$ cat config.mk
export PLATFORM = sky130hd
export DESIGN_NAME = tim_status_flags
export DESIGN_NICKNAME = d
export VERILOG_FILES = /design/src/rtl/tsf_pkg.sv /design/src/rtl/tsf_update_gate.sv /design/src/rtl/tsf_flag_cell.sv /design/src/rtl/tsf_regmap.sv /design/src/rtl/tim_status_flags.sv
export SDC_FILE = /design/constraint.sdc
export NUM_CORES = 1
export LEC_CHECK = 0
export BUFFER_PORTS_ARGS = -buffer_cell sky130_fd_sc_hd__buf_4
export CORE_MARGIN = 2
export CORE_UTILIZATION = 32
export CTS_CLUSTER_SIZE = 8
export DETAILED_ROUTE_END_ITERATION = 7
export HOLD_SLACK_MARGIN = 0.08
export PLACE_DENSITY = 0.71
export SLEW_MARGIN = 20
export SYNTH_ARGS = -nofsm -noshare
export SYNTH_HDL_FRONTEND = slang
export SYNTH_SLANG_ARGS = --single-unit
$ cat constraint.sdc
create_clock -name clk_i -period 1.1 [get_ports clk_i]
set_clock_uncertainty 0.2 [all_clocks]
set_input_delay 0.11 -clock clk_i [delete_from_list [all_inputs] [get_ports clk_i]]
set_output_delay 0.11 -clock clk_i [all_outputs]
set_load 0.02 [all_outputs]
$ cat src/rtl/tsf_pkg.sv
package tsf_pkg;
  localparam int NUM_CH    = 4;
  localparam int DATA_W    = 8;
  localparam int NUM_FLAGS = 1 + 2 * NUM_CH;
  // flag vector layout: [0] update, [NUM_CH:1] capture, [2*NUM_CH:NUM_CH+1] overcapture
  localparam int UPD_IDX   = 0;
  localparam int CAP_LO    = 1;
  localparam int OVC_LO    = NUM_CH + 1;
endpackage

$ cat src/rtl/tsf_update_gate.sv
module tsf_update_gate (
  input  logic ovf_i,
  input  logic unf_i,
  input  logic sw_upd_i,
  input  logic trig_upd_i,
  input  logic upd_dis_i,
  input  logic upd_src_i,
  output logic set_o
);
  logic wrap_evt;
  logic reload_evt;

  assign wrap_evt   = ovf_i | unf_i;
  assign reload_evt = sw_upd_i | trig_upd_i;
  // reloads only count when the source select allows every source
  assign set_o = ~upd_dis_i & (wrap_evt | (reload_evt & ~upd_src_i));
endmodule

$ cat src/rtl/tsf_flag_cell.sv
module tsf_flag_cell (
  input  logic clk_i,
  input  logic rst_ni,
  input  logic set_i,
  input  logic clr_i,
  output logic q_o
);
  always_ff @(posedge clk_i or negedge rst_ni) begin
    if (!rst_ni)     q_o <= 1'b0;
    else if (set_i)  q_o <= 1'b1;  // hardware set beats software clear
    else if (clr_i)  q_o <= 1'b0;
  end
endmodule

$ cat src/rtl/tsf_regmap.sv
module tsf_regmap #(
  parameter int NUM_CH    = tsf_pkg::NUM_CH,
  parameter int DATA_W    = tsf_pkg::DATA_W,
  parameter int ADDR_W    = 2,
  parameter int STAT0_ADR = 0,
  parameter int STAT1_ADR = 1,
  localparam int NF       = 1 + 2 * NUM_CH
) (
  input  logic              wr_en_i,
  input  logic              rd_en_i,
  input  logic [ADDR_W-1:0] addr_i,
  input  logic [DATA_W-1:0] wdata_i,
  input  logic [NF-1:0]     flags_i,
  output logic [NF-1:0]     clr_o,
  output logic [DATA_W-1:0] rdata_o
);
  logic sel0, sel1;
  logic [DATA_W-1:0] byte0, byte1;
  logic unused_wbits;

  assign sel0 = (addr_i == ADDR_W'(STAT0_ADR));
  assign sel1 = (addr_i == ADDR_W'(STAT1_ADR));
  assign unused_wbits = ^wdata_i[DATA_W-1:NUM_CH+1];

  assign clr_o[0] = wr_en_i & sel0 & ~wdata_i[0];

  for (genvar c = 0; c < NUM_CH; c++) begin : g_ch
    assign clr_o[1 + c]          = wr_en_i & sel0 & ~wdata_i[1 + c];
    assign clr_o[NUM_CH + 1 + c] = wr_en_i & sel1 & ~wdata_i[1 + c];
  end

  always_comb begin
    byte0 = '0;
    byte1 = '0;
    byte0[NUM_CH:0] = flags_i[NUM_CH:0];
    byte1[NUM_CH:1] = flags_i[2*NUM_CH:NUM_CH+1];
  end

  always_comb begin
    rdata_o = '0;
    if (rd_en_i) begin
      if (sel0)      rdata_o = byte0;
      else if (sel1) rdata_o = byte1;
    end
  end
endmodule

$ cat src/rtl/tim_status_flags.sv
module tim_status_flags #(
  parameter int NUM_CH    = tsf_pkg::NUM_CH,
  parameter int DATA_W    = tsf_pkg::DATA_W,
  parameter int ADDR_W    = 2,
  parameter int STAT0_ADR = 0,
  parameter int STAT1_ADR = 1,
  localparam int NF       = 1 + 2 * NUM_CH
) (
  input  logic              clk_i,
  input  logic              rst_ni,
  input  logic              ovf_i,
  input  logic              unf_i,
  input  logic              sw_upd_i,
  input  logic              trig_upd_i,
  input  logic              upd_dis_i,
  input  logic              upd_src_i,
  input  logic [NUM_CH-1:0] cap_i,
  input  logic [NUM_CH-1:0] ic_mode_i,
  input  logic [NF-1:0]     irq_en_i,
  input  logic              wr_en_i,
  input  logic              rd_en_i,
  input  logic [ADDR_W-1:0] addr_i,
  input  logic [DATA_W-1:0] wdata_i,
  output logic [DATA_W-1:0] rdata_o,
  output logic              irq_o
);
  logic [NF-1:0] flags_q;
  logic [NF-1:0] set_vec;
  logic [NF-1:0] clr_vec;

  tsf_update_gate u_upd (
    .ovf_i      (ovf_i),
    .unf_i      (unf_i),
    .sw_upd_i   (sw_upd_i),
    .trig_upd_i (trig_upd_i),
    .upd_dis_i  (upd_dis_i),
    .upd_src_i  (upd_src_i),
    .set_o      (set_vec[0])
  );

  for (genvar c = 0; c < NUM_CH; c++) begin : g_ch
    assign set_vec[1 + c]          = cap_i[c];
    // second capture while the first is unserviced
    assign set_vec[NUM_CH + 1 + c] = cap_i[c] & ic_mode_i[c] & flags_q[1 + c];
  end

  tsf_regmap #(
    .NUM_CH    (NUM_CH),
    .DATA_W    (DATA_W),
    .ADDR_W    (ADDR_W),
    .STAT0_ADR (STAT0_ADR),
    .STAT1_ADR (STAT1_ADR)
  ) u_map (
    .wr_en_i (wr_en_i),
    .rd_en_i (rd_en_i),
    .addr_i  (addr_i),
    .wdata_i (wdata_i),
    .flags_i (flags_q),
    .clr_o   (clr_vec),
    .rdata_o (rdata_o)
  );

  for (genvar f = 0; f < NF; f++) begin : g_flag
    tsf_flag_cell u_cell (
      .clk_i  (clk_i),
      .rst_ni (rst_ni),
      .set_i  (set_vec[f]),
      .clr_i  (clr_vec[f]),
      .q_o    (flags_q[f])
    );
  end

  assign irq_o = |(flags_q & irq_en_i);
endmodule

# Yosys cells after proc, flatten, opt, wreduce, memory -nomap -nowiden
# Index checks and enable logic that the tools add are counted.
dict set report totals {
  reg_bits 9
  latch_bits 0
  mem_bits_rw 0
  mem_bits_ro 0
  inputBits 37
  out_inout_bits 9
  wordCells 74
  n_memories 0
}
dict set report classes {
  addsub 0
  n_mul 0
  n_div 0
  magnitude_cmp 0
  n_eq_ne 1
  shift 0
  mux 21
  n_bitwise 32
  n_reduce_logical 11
}
# op count
set ops {}
lappend ops {{$and A1 B1 Y1} 21}
lappend ops {{$mux W1} 18}
lappend ops {{$reduce_bool A2 Y1} 9}
lappend ops {{$mux W8} 2}
lappend ops {{$and A9 B9 Y9} 1}
lappend ops {{$reduce_or A9 Y1} 1}
lappend ops {{$not A1 Y1} 7}
lappend ops {{$mux W5} 1}
lappend ops {{$or A1 B1 Y1} 3}
lappend ops {{$eq A2 B1 Y1 const B} 1}
lappend ops {{$logic_not A2 Y1} 1}

# Depth between registers and ports, before layout
# Gate-level depths: netlist of run 1.
dict set report depth {
  depth_word 5
  depth_mapped 4
  ltp_nobuf 3
}

# Hierarchy
# Synthesis of run 1 repeated with hierarchy kept, for this count alone.
dict set report hier_totals {
  hier_cells 71
  hier_area_um2 613.1
}
# module instances cells_per_inst area_each_um2 seq_area_each_um2
set by_module_without_submodules {}
lappend by_module_without_submodules {tsf_flag_cell 9 3 36.3 25.0}
lappend by_module_without_submodules {tsf_regmap 1 32 198.9 0.0}
lappend by_module_without_submodules {tim_status_flags 1 9 71.3 0.0}
lappend by_module_without_submodules {tsf_update_gate 1 3 16.3 0.0}

# Least setup slack after synthesis of run 1
# Ideal clock, no wire load.
dict set report synth_path {
  path_type {flip-flop to output port}
  from {register g_flag[3].u_cell.q_o}
  to {output irq_o}
  t_arrival_ns 1.000
  required_ns 0.790
  slack_ns -0.210
  stages_incl_launch_ff 4
  path_buffers 0
  path_cell_list {dfrtp_1 a22o_1 a221oi_1 nand3_1}
}
dict set report synth_via {
  elab_chain_cells 2
}
# element line
set synth_rtl {}
lappend synth_rtl {{start, declared} tsf_flag_cell.sv:6} ;# output logic q_o
lappend synth_rtl {{start signal, assigned} tsf_flag_cell.sv:9} ;# if (!rst_ni) q_o <= 1'b0;
lappend synth_rtl {{start signal, assigned} tsf_flag_cell.sv:10} ;# else if (set_i) q_o <= 1'b1;
lappend synth_rtl {{start signal, assigned} tsf_flag_cell.sv:11} ;# else if (clr_i) q_o <= 1'b0;
lappend synth_rtl {{$and A9 B9 Y9} tim_status_flags.sv:73} ;# assign irq_o = |(flags_q & irq_en_i);
lappend synth_rtl {{$reduce_or A9 Y1} tim_status_flags.sv:73}
lappend synth_rtl {{end, declared} tim_status_flags.sv:25} ;# output logic irq_o
# No other way between the ends.

# Final worst setup path of run 1
dict set report layout_path {
  from {register g_flag[6].u_cell.q_o}
  to {output irq_o}
}
dict set report layout_via {
  elab_chain_cells 2
}
# element line
set layout_rtl {}
lappend layout_rtl {{start, declared} tsf_flag_cell.sv:6}
lappend layout_rtl {{start signal, assigned} tsf_flag_cell.sv:9}
lappend layout_rtl {{start signal, assigned} tsf_flag_cell.sv:10}
lappend layout_rtl {{start signal, assigned} tsf_flag_cell.sv:11}
lappend layout_rtl {{$and A9 B9 Y9} tim_status_flags.sv:73}
lappend layout_rtl {{$reduce_or A9 Y1} tim_status_flags.sv:73}
# No other way between the ends.

==> results of run 1 <==
## power by group
part | internal, mW | switching [mW]
combinational | 0.210 | 0.132
clock | 0.140 | 0.118
sequential | 0.355 | 0.0186
## layout make-up
type | count | area [µm²]
Clock buffer | 4 | 26.3
Sequential cell | 9 | 225
Tap cell | 16 | 20.0
Timing Repair Buffer | 68 | 586
Fill cell | 104 | 328
Multi-Input combinational cell | 44 | 322
## layer usage
| metal | global-route usage, % | routed length (µm) |
|---|---|---|
| met2 | 38.2 | 1110 |
| met1 | 22.6 | 773 |
| met4 | 13.3 | 24 |
| met3 | 6.53 | 118 |
| met5 | 0 | 0 |
## critical path, delay by kind of cell (launching register included)
family	cells	cell delay, ps
compound gates	2	400
buf+inv	1	150
flops	1	380
simple gates	1	110
## how the worst min path moves through the flow
stage / endpoint / slack, ps / cells after the start
floorplan: g_flag[0].u_cell.q_o / -390 / 0
global placement: g_flag[0].u_cell.q_o / -260 / 1
detailed placement: g_flag[0].u_cell.q_o / -260 / 1
CTS: g_flag[0].u_cell.q_o / 10 / 4
global route: g_flag[0].u_cell.q_o / 50 / 4
finish: g_flag[1].u_cell.q_o / 50 / 4
## synth_stat cells, drive strengths merged
master  number
o21ai       10
dfrtp        9
nand2b       5
nand3        5
buf          4
mux2i        4
nand2        4
nor2         4
a221oi       1
a222oi       1
a22o         1
a22oi        1
conb         1
nand3b       1
nor3         1
nor3b        1
o21ba        1
or3b         1
## stage by stage
step / TNS (ps) / utilization, % / hold WS [ps] / power [mW]
global placement: -835 / 57.8 / -259 / 0.622
global route: -2560 / 78.2 / 51.8 / 1.04
detailed placement: -1030 / 57.8 / -260 / 0.628
finish: -2150 / 78.2 / 51.8 / 0.973
floorplan: -171 / - / -386 / 0.483
CTS: -2200 / 74.0 / 14.9 / 0.950
## cells in the final DEF (no fill, tap or decap), types with 3 or more instances in the layout
cell type      count
nand2b_1           5
conb_1             3
buf_4             42
buf_6              8
nand2_1            4
mux2i_1            4
o21ai_0            3
dfrtp_1            9
nand3_2            4
o21ai_1            3
clkbuf_4           3
nor2_1             4
dlygate4sd3_1     18
o21ai_2            4
## logic make-up (layout without fill, tap and decap cells)
kind of cell,after synthesis,in the layout
other,1,3
buffers and inverters,4,72
flip-flops,9,9
multiplexers,4,4
AND/OR/NAND/NOR,22,22
AO/OA/AOI/OAI,15,15
## timing repair
action | CTS | global route
setup endpoints to repair | 6 | 22
endpoints found under the hold margin | 18 | 5
buffers inserted | 3 | 3
pin swaps | 2 | 4
resized for setup | 4 | 16
==> impl_metrics.tcl, run 1 <==
set metrics [dict create \
    ys_seq_elements 9 \
    cts_buffer_depth 2 \
    crit_path_cell_trace "a22o_1, a221oi_2, nand3_2, buf_6" \
    track_usage_pct 21.8 \
    rsz0062_at_grt "yes" \
    syn_avg_cell_area_um2 9.37 \
    min_period_ps 1610 \
    grt_max_degree 10 \
    synth_area_leader_cell "dfrtp_1" \
    drc 0 \
    outcome "finished with violations" \
    start_kind "flip-flop" \
    largest_reg_flops 9 \
    synth_top_area_share_pct 43.7 \
    die_h_um 44.1 \
    worst_slack_ps -512 \
    hp-start "addr_i[0]" \
    crit_type "flip-flop to output port" \
    gp_congestion 0.707 \
    synth-seq-area-share_pct 43.7 \
    cp_slowest_stage_delay_ps 380 \
    drtIter0Drc 17 \
    rr_endpoint "g_flag[6].u_cell.q_o" \
    antenna_found_initial 0 \
    synth_warnings 0 \
    port_buffers 39 \
    synthTopCellsByArea "dfrtp_1 44%, mux2i_1 7.8%, nand2b_1 6.1%, o21ai_1 5.8%, nand3_1 4.9%" \
    peakVddDrop_mv 0.651 \
    post_synth_instance_area_um2 515 \
    ctsHoldBuffers 18 \
    num_io_pins 46 \
    synth-compound-area-share_pct 18.4 \
    rr_worst_depth 4 \
    synthSimpleGateAreaFrac_pct 22.8 \
    vias 707 \
    endpoint "irq_o" \
    powerDensity_nw_per_um2 826 \
    hold_viol 0 \
    dieArea_um2 1950 \
    setup.worst_path.start "g_flag[6].u_cell.q_o" \
    diodes 0 \
    cpMaxStageDelayCell "dfrtp_1" \
    vias_per_cell 5.01 \
    synth_fa_ha_area_share_pct 0 \
    initial_core_util_pct 34.2 \
    clock_sinks 9 \
    postRouteAntennaNets 0 \
    placed_area_um2 871 \
    h-tree-depth 1 \
    rows 14 \
    critical_path_required_ps 790 \
    dp.cells 115 \
    synthMuxAreaShare_pct 7.77 \
    violations "negative setup slack" \
    design_area_um2 1180 \
    drive_above_1_share_pct 52.8 \
    fmax_ghz 0.620 \
    dr.pass1.iters 4 \
    wirelength_mm 2.02 \
    die_x_um 44.1 \
    p_leak_nw 0.546 \
    arrival_ps 1300 \
    maxCapViolCount 0 \
    reg2reg_from "g_flag[2].u_cell.q_o" \
    ys_types 20 \
    grt_pass1_wl_mm 2.99 \
    critPathMaxFanout 2 \
    routedWlPerCell_um 14.3 \
    grt_pass1_vias 715 \
    largest_registers "g_flag.u_cell.q_o: 9 flops" \
    fin_cells 141 \
    path_clk_slew_ps 60 \
    synth_xor_area_share_pct 0 \
    cts_buffers 3 \
    cp-end-kind "output port" \
    num-nets-final 163 \
    clk_latency_ps 260 \
    drv_slew 0 \
    hpwlAfterDp_mm 1.38 \
    pre_cts_slack_ps -259 \
    grt_overflow_total 0 \
    r2r_slack_ps 20 \
    post-route-period-util_pct 147 \
    core_area_um2 1510 \
    finalSetupViolCount 6 \
    top_register "g_flag.u_cell.q_o" \
    cts-root-buf "clkbuf_4" \
    tritoncts "built" \
    netlist_instances 55 \
    synth_top_family_by_area "simple AND/OR/NAND/NOR gates" \
    syn_to_final_growth_pct 129 \
    hold_path_class "input port to flip-flop" \
]
Power figures use the tool's default switching activity.
==> inputs of run 2 (changes only) <==
Settings changed: ABC_AREA from default to 1, CORE_UTILIZATION 32 to 34, CTS_BUF_LIST from default to sky130_fd_sc_hd__clkbuf_16.
==> impl_metrics.tcl, run 2 <==
set metrics [dict create \
    vias_per_cell 4.90 \
    synth_ff_type "dfrtp_1" \
    synth-edff-count 0 \
    dieArea_um2 2110 \
    grt_pass1_wl_mm 3.03 \
    grt_max_degree 11 \
    fmax_ghz 0.718 \
    seq_area_um2 225 \
    critical_path_required_ps 790 \
    crit_top_cell "nand2_1" \
    synthTopCellsByArea "dfrtp_1 38%, nand2_1 23%, nand3_1 18%, inv_1 6.3%, buf_4 3.8%" \
    port_buffers 39 \
    drive_above_1_share_pct 43.2 \
    drv_slew 0 \
    dr.pass1.iters 4 \
    tritoncts "built" \
    maxCapViolCount 0 \
    arrival_ps 1080 \
    hold_path_class "input port to flip-flop" \
    diodes 0 \
    vias 842 \
    fillerInstances 129 \
    critPathMaxFanout 2 \
    synth_warnings 0 \
    hold_viol 5 \
    cpMaxStageDelayCell "dfrtp_1" \
    wirelength_mm 2.12 \
    crit_type "flip-flop to output port" \
    post-route-period-util_pct 127 \
    core_area_um2 1690 \
    num-nets-final 193 \
    h-tree-depth 1 \
    synth_area_leader_cell "dfrtp_1" \
    multi_input_area_um2 348 \
    drtIter0Drc 20 \
    hpwlAfterDp_mm 1.34 \
    grt_pass1_vias 785 \
    ctsHoldBuffers 11 \
    die_h_um 45.9 \
    netlist_instances 92 \
    layout_common_cells "41 x buf_4, 35 x nand2_1, 15 x nand3_1" \
    crit_path_cell_trace "nand2_1, nand2_1, nor2_1, nand2_1, buf_6" \
    post_synth_instance_area_um2 598 \
    hold_ws_ps -30.6 \
    cp_slowest_stage_delay_ps 380 \
    pre_cts_slack_ps -55.3 \
    ys_seq_elements 9 \
    ys_types 14 \
    peakVddDrop_mv 0.751 \
    synth-seq-area-share_pct 37.7 \
    cts_buffer_depth 2 \
    routedWlPerCell_um 12.3 \
    worst_slack_ps -293 \
    violations "negative hold slack, negative setup slack" \
    async_reset_ff_share_pct 100 \
    track_usage_pct 20.6 \
    outcome "finished with violations" \
    crit_family "flip-flops" \
    p_leak_nw 0.676 \
    drc 0 \
    finalPower_mw 1.38 \
    cts-root-buf "clkbuf_16" \
    cp-end-kind "output port" \
    synth_commonest_cells "37 x nand2_1, 21 x nand3_1, 10 x inv_1" \
    cts_buffers 3 \
    syn_to_final_growth_pct 108 \
    antenna_found_initial 0 \
    rsz0062_at_grt "yes" \
    largest_registers "g_flag.u_cell.q_o: 9 flops" \
    path_clk_slew_ps 40 \
    num_io_pins 46 \
    clock_sinks 9 \
    synth_top_area_share_pct 37.7 \
    clk_latency_ps 240 \
    top_register "g_flag.u_cell.q_o" \
    min_period_ps 1390 \
    final_common_cell "buf_4" \
    initial_core_util_pct 35.4 \
    grt_overflow_total 0 \
    die_x_um 45.9 \
    largest_reg_flops 9 \
    syn_avg_cell_area_um2 6.50 \
    finalSetupViolCount 6 \
    powerDensity_nw_per_um2 1110 \
    critical_path_buf_inv_count 1 \
    tns_ps -1440 \
    synth_most_common_cell "nand2_1" \
    postRouteAntennaNets 0 \
    r2r_slack_ps 20 \
    start_kind "flip-flop" \
    rows 15 \
    gp_congestion 0.735 \
]
## run 2: final cells by class
cell class	count	share of cell area, %
Tap cell	17	1.71
Sequential cell	9	18.1
Inverter	11	3.32
Clock inverter	1	0.302
Timing Repair Buffer	62	42.6
Clock buffer	3	6.03
Multi-Input combinational cell	69	27.9
## run 2: metrics by stage
stage          cell area (µm²)  utilization [%]  cells  hold slack (ps)
6_report                  1240             73.7    172            -30.6
5_1_grt                   1240             73.7    172            -3.67
4_1_cts                   1210             71.6    170            -20.7
3_5_place_dp               941             55.7    152             -259
3_3_place_gp               941             55.7    152             -259
2_1_floorplan              606                -     94             -386
## run 2: cell families after synthesis
kind of cell           count (synthesis)  synth area share, %
buffers and inverters                 16                 12.1
AO/OA/AOI/OAI                          1                0.836
AND/OR/NAND/NOR                       65                 48.7
other                                  1                0.627
flip-flops                             9                 37.7
## run 2: worst paths after layout
| check | from | to | cells after the start |
|---|---|---|---|
| setup / recovery | g_flag[7].u_cell.q_o | irq_o | 5 |
| hold / removal | ovf_i | g_flag[0].u_cell.q_o | 5 |
| setup reg to reg | g_flag[4].u_cell.q_o | g_flag[8].u_cell.q_o | 4 |
| hold reg to reg | g_flag[6].u_cell.q_o | g_flag[6].u_cell.q_o | 3 |
| max in group asynchronous | rst_ni | g_flag[5].u_cell.q_o | 2 |
| min in group asynchronous | rst_ni | g_flag[4].u_cell.q_o | 2 |
## run 2: metal layers
layer | up-vias | global-route usage, % | part of all wire (%)
met5 | - | 0 | 0
met4 | 0 | 8.57 | 2.8
met3 | 10 | 5.16 | 7.2
met2 | 48 | 39.2 | 54
met1 | 375 | 20.6 | 36
li1 | 409 | - | -
## run 2: power by group
| group | internal [mW] | switching (mW) |
|---|---|---|
| sequential | 0.356 | 0.0162 |
| combinational | 0.214 | 0.163 |
| clock | 0.475 | 0.158 |
| total | 1.05 | 0.337 |
## run 2: repair_timing
item / 4_1_cts / 5_1_grt
cloned: 0 / 0
endpoints found under the setup margin: 6 / 8
pin swaps: 5 / 9
hold endpoints to repair: 18 / 14
buffers inserted: 3 / 4
resized for setup: 14 / 7
## run 2: worst reg2reg max path, delay by kind of cell (launching register included)
kind	cells	cell delay, ps
and+or+nand+nor	2	120
buffers and inverters	2	270
DFF	1	380
